File: src/rtl/addr_seg_check.sv
module addr_seg_check #(
  parameter int VA_W   = 32,
  parameter int ST_W   = 32,
  parameter int SZ_W   = 2,
  parameter int KIND_W = 2
) (
  input  logic              clk,
  input  logic              rst_n,
  input  logic              req_valid,
  input  logic [VA_W-1:0]   vaddr,
  input  logic [SZ_W-1:0]   acc_size,
  input  logic [KIND_W-1:0] acc_kind,
  input  logic [ST_W-1:0]   status,
  output logic              out_valid,
  output logic [1:0]        mode,
  output logic              bypass,
  output logic [VA_W-1:0]   paddr,
  output logic              needs_tlb,
  output logic [1:0]        fault,
  output logic [VA_W-1:0]   bad_vaddr,
  output logic              cacheable
);

  localparam int SEG_W = 3;
  localparam int PA_W  = VA_W - SEG_W;
  localparam logic [1:0] M_KERN = 2'd0, M_SUP = 2'd1, M_USR = 2'd2;
  localparam logic [1:0] F_NONE = 2'd0, F_ALIGN = 2'd1, F_SEG_I = 2'd2, F_SEG_D = 2'd3;

  logic [1:0] ksu;
  logic       kern_force;
  logic [1:0] mode_c;

  assign ksu        = status[4:3];
  assign kern_force = status[28] | status[2] | status[1];

  always_comb begin
    if (kern_force || ksu == 2'b00) mode_c = M_KERN;
    else if (ksu == 2'b01)          mode_c = M_SUP;
    else                            mode_c = M_USR;
  end

  logic             is_data;
  logic [VA_W-1:0]  size_mask;
  logic             misalign;
  logic [SEG_W-1:0] seg;
  logic             in_k0, in_k1, priv_err;
  logic [1:0]       fault_c;
  logic             direct_c;

  assign is_data   = |acc_kind;
  assign size_mask = (VA_W'(1) << acc_size) - VA_W'(1);
  assign misalign  = is_data && |(vaddr & size_mask);
  assign seg       = vaddr[VA_W-1 -: SEG_W];
  assign in_k0     = seg == 3'b100;
  assign in_k1     = seg == 3'b101;
  assign priv_err  = in_k0 && mode_c != M_KERN;

  always_comb begin
    if (misalign)      fault_c = F_ALIGN;
    else if (priv_err) fault_c = is_data ? F_SEG_D : F_SEG_I;
    else               fault_c = F_NONE;
  end

  assign direct_c = (in_k0 || in_k1) && fault_c == F_NONE;

  always_ff @(posedge clk) begin
    if (!rst_n) begin
      out_valid <= 1'b0;
      mode      <= M_KERN;
      bypass    <= 1'b0;
      paddr     <= '0;
      needs_tlb <= 1'b0;
      fault     <= F_NONE;
      bad_vaddr <= '0;
      cacheable <= 1'b0;
    end else begin
      out_valid <= req_valid;
      if (req_valid) begin
        mode      <= mode_c;
        bypass    <= direct_c;
        paddr     <= direct_c ? {{SEG_W{1'b0}}, vaddr[PA_W-1:0]} : '0;
        needs_tlb <= !in_k0 && !in_k1 && fault_c == F_NONE;
        fault     <= fault_c;
        bad_vaddr <= fault_c != F_NONE ? vaddr : '0;
        cacheable <= !(vaddr[VA_W-1] && vaddr[VA_W-3]);
      end
    end
  end


  valid_follow_chk: assert property (@(posedge clk) disable iff (!rst_n)
    req_valid |=> out_valid);

  valid_drop_chk: assert property (@(posedge clk) disable iff (!rst_n)
    !req_valid |=> !out_valid);

  route_excl_chk: assert property (@(posedge clk) disable iff (!rst_n)
    out_valid |-> !(bypass && needs_tlb));

  fault_quiet_chk: assert property (@(posedge clk) disable iff (!rst_n)
    (out_valid && fault != F_NONE) |-> (!bypass && !needs_tlb && paddr == '0));

  paddr_low_chk: assert property (@(posedge clk) disable iff (!rst_n)
    bypass |-> paddr[VA_W-1 -: SEG_W] == '0);

  bad_addr_chk: assert property (@(posedge clk) disable iff (!rst_n)
    (out_valid && fault == F_NONE) |-> bad_vaddr == '0);

  align_first_chk: assert property (@(posedge clk) disable iff (!rst_n)
    (req_valid && is_data && (vaddr[0] && acc_size != '0)) |=> fault == F_ALIGN);

endmodule

File: config.mk
export PLATFORM = sky130hd
export DESIGN_NAME = addr_seg_check
export DESIGN_NICKNAME = d
export VERILOG_FILES = /design/src/rtl/addr_seg_check.sv
export SDC_FILE = /design/constraint.sdc
export NUM_CORES = 1
export LEC_CHECK = 0
export ABC_AREA = 1
export BUFFER_PORTS_ARGS = -buffer_cell sky130_fd_sc_hd__clkbuf_2
export CORE_ASPECT_RATIO = 0.8
export CORE_MARGIN = 3
export CORE_UTILIZATION = 46
export DETAILED_ROUTE_END_ITERATION = 16
export PLACE_DENSITY = 0.84
export SYNTH_ARGS = -nofsm -noshare
export SYNTH_HDL_FRONTEND = slang
export SYNTH_SLANG_ARGS = --single-unit
File: constraint.sdc
create_clock -name clk -period 2.5 [get_ports clk]
set_clock_uncertainty 0.05 [all_clocks]
set_input_delay 0.5 -clock clk [delete_from_list [all_inputs] [get_ports clk]]
set_output_delay 0.5 -clock clk [all_outputs]
set_load 0.02 [all_outputs]
==> results of run 1 <==
[flip-flops by register name, indices dropped and copies added, names as in the netlist]
name       flops
mode           2
fault          2
cacheable      1
out_valid      1
paddr         29
needs_tlb      1
bypass         1
bad_vaddr     32
[layout by cell type, fill, tap and decap left out, drive strengths merged]
cell      count
a31oi         1
clkbuf      125
inv          18
o31ai         1
nor3          2
o21bai        1
bufinv        1
nor2         19
nand4         1
ha            2
buf          10
nand2       150
clkinvlp      1
o211ai        1
nand3        35
conb          3
or2           3
dfxtp        69
clkinv        1
nand3b       28
o21ai        31
[layout make-up]
class,count,area [um^2]
multi-input combinational,278,1380
clock inverter,3,42.5
sequential,69,1380
inverter,18,72.6
tap,81,101
fill,572,2250
timing repair buffer,122,673
clock buffer,13,169
[worst max-delay path by stage]
stage	to	depth (start not counted)
2_1_floorplan	bad_vaddr[3]	14
3_3_place_gp	paddr[5]	16
3_5_place_dp	paddr[3]	16
4_1_cts	paddr[3]	16
5_1_grt	paddr[4]	16
6_report	paddr[3]	16
[critical path: cells and delay by family]
kind / cells / cell delay (ns)
buffers and inverters: 5 / 0.45
adders and majority gates: 1 / 0.28
and+or+nand+nor: 10 / 1.01
[routing by layer]
layer,track usage,vias up
met2,0.333,95
met1,0.261,1331
met3,0.0698,7
met5,0,-
met4,0.0682,0
li1,-,1461
[kinds of logic after synthesis]
kind of cell,Yosys count,synth area share
flip-flops,69,0.465
AO/OA/AOI/OAI,35,0.0871
buffers and inverters,45,0.0762
AND/OR/NAND/NOR,238,0.362
other,1,0.00126
adder cells (fa/ha/maj),2,0.00842
[per-stage QoR]
stage                     power (mW)  instances   util  setup WS (ns)  cell area [um^2]
final                           2.46        584  0.629          0.504              3810
after global placement          1.54        568  0.594          0.192              3600
after floorplan                 1.42        392      -          0.462              2980
after CTS                       2.49        584  0.629          0.505              3810
after global routing            2.59        584  0.629          0.329              3810
after detailed placement        1.55        568  0.594          0.147              3600
[where the power goes]
| part | total [mW] | internal, mW | switching [mW] |
|---|---|---|---|
| registers | 1.16 | 1.14 | 0.0211 |
| logic | 0.365 | 0.130 | 0.235 |
| clock network | 0.936 | 0.541 | 0.395 |
==> metrics, run 1 <==
EDFF count, synth=0; most used cell, CP=nand2_1; CP Cell Sequence=clkbuf_2 -> or2_2 -> ha_1 -> inv_1 -> nand2_1 -> nand2_1 -> inv_1 -> nand3_1 -> nor2_1 -> nand2_1 -> nand2_4 -> nand2_4 -> inv_6 -> buf_12 -> nand3b_1 -> nand2_1; pins over their slew limit=0; initial antenna violation count=0; wire length per cell=12.8 um; CTS Sinks=69; chip width=95.9 um; cell leakage power=1.93 nW; Buffers on Ports=112; hpwl dp=5470 um; Die Ht=77.9 um; FFs w/ async S/R, synth=0; largest net degree at the start of global routing=39; Hold Path Origin=vaddr[25]; Seq/Total Area, Yosys=0.465; status=finished, final reports clean; vias post-DR=2894; startpoint types=input pin; commonest cells in the netlist=147 x nand2_1, 69 x dfxtp_1, 35 x nand3_1; Netlist cell types=29; H-tree Lvls=3; clock tree buffer depth=2; area growth from synthesis to layout=28.3%; clk_lat worst skew=0.33 ns; top_reg_cell synth=dfxtp_1; metal3 WL=687 um; Setup crit start=acc_size[0]; Initial Util=0.490; Final ANT Viol Nets=0; area share of the largest cell type after synthesis=0.465; r2r startpoint=paddr[28]; worst min path class=in -> reg; Area contributors post-synth=dfxtp_1 46%, nand2_1 19%, nand3b_1 7.1%, nand3_1 5.9%, o21ai_2 5.9%; Setup TNS Final=0 ns; PwrDens=645 nW/um^2; layout cell share with drive strength beyond 1=0.334; 1st-pass router iterations=4; mapped cell area=2970 um^2; CP required=2.73 ns; top-count cell post-synth=nand2_1; slowest CP cell=or2_2; RSZ-0062 raised after global routing=no; VDD IR max=361 uV; reg2reg end=paddr[28]; Overflow after GRT=0; DR vias/cell=4.96; DRC errors left=0; TritonCTS Buffers=9; Worst-path clk slew=0.07 ns; CP endpoint kind=register; Post-CTS Hold Fix Bufs=0; gpl congestion=0.819; first-pass GRT wire length=12200 um; CTS resizes=0; Tmin final=2.00 ns; Syn Inst Count=390; FP Rows=25; diode count=0; Synthesis Warnings=0; Max-Cap Viols=0; drt total wl=7500 um; synthesized area per cell=7.62 um^2; Hold Slack=0.364 ns; Setup Viol. Count Final=0; r2r worst-path depth=3; r2r setup slk=1.79 ns; CP max FO=19; slowest stage delay, CP=0.30 ns; Worst Hold End=bad_vaddr[25]; clk root buf=clkbuf_8; worst hold path depth=3; FF+latch count, synth=69; core footprint=6070 um^2; WS Path Type=in -> reg; top routing layer used=met4; postcts setup bufs=0; Layout Nets=571; crit path DAT=2.23 ns; die area=7470 um^2; TritonCTS clock tree=built; Synth area leader=dfxtp_1; WL met1=3270 um; vias in the first global route=2662; Fmax achieved=501 MHz; I/O pins=143; final hold violation count=0; GRT Total Usage=0.208; WL met2=3460 um; DR iter-0 viols=150; period utilization=0.799
No activity file was read; power rests on OpenSTA's default activity.
==> run 2: changes to the inputs <==
Settings changed: CORE_UTILIZATION 46 to 42, PLACE_DENSITY 0.84 to 0.81.
Clock period 2.5 ns to 1.7 ns, I/O delays scaled along.
==> metrics, run 2 (synthesis results as in run 1) <==
status=finished, final reports clean (unchanged); Tmin final=1.68 ns; clock tree buffer depth=2 (unchanged); Overflow after GRT=0 (unchanged); TritonCTS clock tree=built (unchanged); footprint of the multi-input gates=1400 um^2 (was 1380 um^2); max reg flops=32 (unchanged); slowest CP cell=ha_4 (was or2_2); CTS Sinks=69 (unchanged); first-pass GRT wire length=12900 um (was 12200 um); crit path DAT=1.92 ns (was 2.23 ns); clk root buf=clkbuf_8 (unchanged); Largest Register=bad_vaddr (unchanged); Setup crit start=acc_size[0] (unchanged); worst min path class=in -> reg (unchanged); layout cell share with drive strength beyond 1=0.359 (was 0.334); Worst Hold End=bad_vaddr[25] (unchanged); drt total wl=8210 um (was 7500 um); core footprint=6640 um^2 (was 6070 um^2); GRT Total Usage=0.201 (was 0.208); Finished Layout Cells=605 (was 584); DR iter-0 viols=113 (was 150); Power Total=3.97 mW (was 2.46 mW); gpl congestion=0.847 (was 0.819); Post-CTS Hold Fix Bufs=0 (unchanged); VDD IR max=511 uV (was 361 uV); vias post-DR=3000 (was 2894); 1st-pass router iterations=4 (unchanged); CP Cell Sequence=buf_8 -> or2_4 -> ha_4 -> inv_2 -> nand2_1 -> nand2_1 -> inv_1 -> nand3_1 -> nor2_1 -> nand2_1 -> nand2_4 -> nand2_8 -> clkinv_8 -> buf_12 -> nand3b_1 -> nand2_1 (was clkbuf_2 -> or2_2 -> ha_1 -> inv_1 -> nand2_1 -> nand2_1 -> inv_1 -> nand3_1 -> nor2_1 -> nand2_1 -> nand2_4 -> nand2_4 -> inv_6 -> buf_12 -> nand3b_1 -> nand2_1); largest net degree at the start of global routing=39 (unchanged); Buffers on Ports=112 (unchanged); worst hold path depth=3 (unchanged); largest registers=bad_vaddr (32), paddr (29) (unchanged); FP Rows=26 (was 25); CP max FO=10 (was 19); Final Util=0.619 (was 0.629); slowest stage delay, CP=0.26 ns (was 0.30 ns); Hold Path Origin=vaddr[25] (unchanged); final hold violation count=0 (unchanged); PwrDens=966 nW/um^2 (was 645 nW/um^2); Hold Slack=0.183 ns (was 0.364 ns); cell leakage power=2.07 nW (was 1.93 nW); Initial Util=0.448 (was 0.490); r2r startpoint=paddr[28] (unchanged); r2r setup slk=1.00 ns (was 1.79 ns); diode count=0 (unchanged); register area=1380 um^2 (unchanged); leading cell types in the layout, fill and taps excluded=147 x nand2_1, 110 x clkbuf_2, 69 x dfxtp_1 (was 147 x nand2_1, 112 x clkbuf_2, 69 x dfxtp_1); TritonCTS Buffers=9 (unchanged); Worst-path clk slew=0.07 ns (about the same); DR vias/cell=4.96 (about the same); vias in the first global route=2820 (was 2662); clk_lat worst skew=0.35 ns (was 0.33 ns); H-tree Lvls=3 (unchanged); RSZ-0062 raised after global routing=yes (was no); Die Ht=81.3 um (was 77.9 um); hpwl dp=6000 um (was 5470 um); most used cell, CP=nand2_1 (unchanged); Layout Nets=589 (was 571); DRC errors left=0 (unchanged); Fillers=604 (was 572); Inst Count DP=586 (was 568); startpoint types=input pin (unchanged); Max-Cap Viols=0 (unchanged); area growth from synthesis to layout=38.2% (was 28.3%); Final ANT Viol Nets=0 (unchanged); period utilization=0.988; WS Path Type=in -> reg (unchanged); chip width=100 um (was 95.9 um); initial antenna violation count=0 (unchanged); die area=8130 um^2 (was 7470 um^2); postcts setup bufs=0 (unchanged); r2r worst-path depth=3 (unchanged); I/O pins=143 (unchanged); CP required=1.94 ns (was 2.73 ns); Fmax achieved=595 MHz; Setup Viol. Count Final=0 (unchanged); Design Area, Final=4110 um^2 (was 3810 um^2); wire length per cell=13.6 um (was 12.8 um); reg2reg end=paddr[28] (unchanged); DP Area=3770 um^2 (was 3600 um^2); CP endpoint kind=register (unchanged); pins over their slew limit=0 (unchanged); commonest non-fill, non-tap cell in the layout=nand2_1 (unchanged)
-- run 2: how the worst max path moves through the flow --
stage | cells past startpoint | end
6_report | 16 | paddr[3]
5_1_grt | 16 | paddr[9]
4_1_cts | 16 | paddr[12]
3_5_place_dp | 16 | paddr[12]
3_3_place_gp | 16 | paddr[22]
2_1_floorplan | 14 | bad_vaddr[3]
-- run 2: layout make-up --
cell class	count	share of cell area
timing repair buffer	139	0.217
timing repair inverter	1	0.00213
clock inverter	4	0.0231
multi-input combinational	278	0.341
tap	84	0.0256
clock buffer	12	0.0353
sequential	69	0.336
inverter	18	0.0195
-- run 2: metal layers --
metal	part of all wire	vias to the layer above	GRT usage
met4	0.014	0	0.0606
met5	0	-	0
met3	0.087	15	0.0815
met2	0.48	103	0.336
li1	-	1500	-
met1	0.42	1382	0.238
-- run 2: what timing repair did --
| action | 4_1_cts | 5_1_grt |
|---|---|---|
| gates cloned | 0 | 3 |
| setup endpoints to repair | 20 | 59 |
| pin swaps | 1 | 1 |
| gates resized for setup | 1 | 15 |
| hold endpoints to repair | 0 | 0 |
-- run 2: through the flow --
| stage | setup WS (ns) | TNS [ns] |
|---|---|---|
| after floorplan | -0.116 | -5.70 |
| after global placement | -0.323 | -18.16 |
| after detailed placement | -0.366 | -20.49 |
| after CTS | -0.00164 | -0.00164 |
| after global routing | -0.0735 | -1.55 |
| final | 0.0205 | 0 |
-- run 2: critical path, delay by kind of cell --
family                   cells  cell delay [ns]
AND/OR/NAND/NOR             10             0.92
buffers and inverters        5             0.39
adder cells (fa/ha/maj)      1             0.26
-- run 2: report_power, final --
group | switching [mW] | internal [mW]
combinational | 0.371 | 0.267
sequential | 0.0335 | 1.68
clock | 0.608 | 1.01
total | 1.01 | 2.96
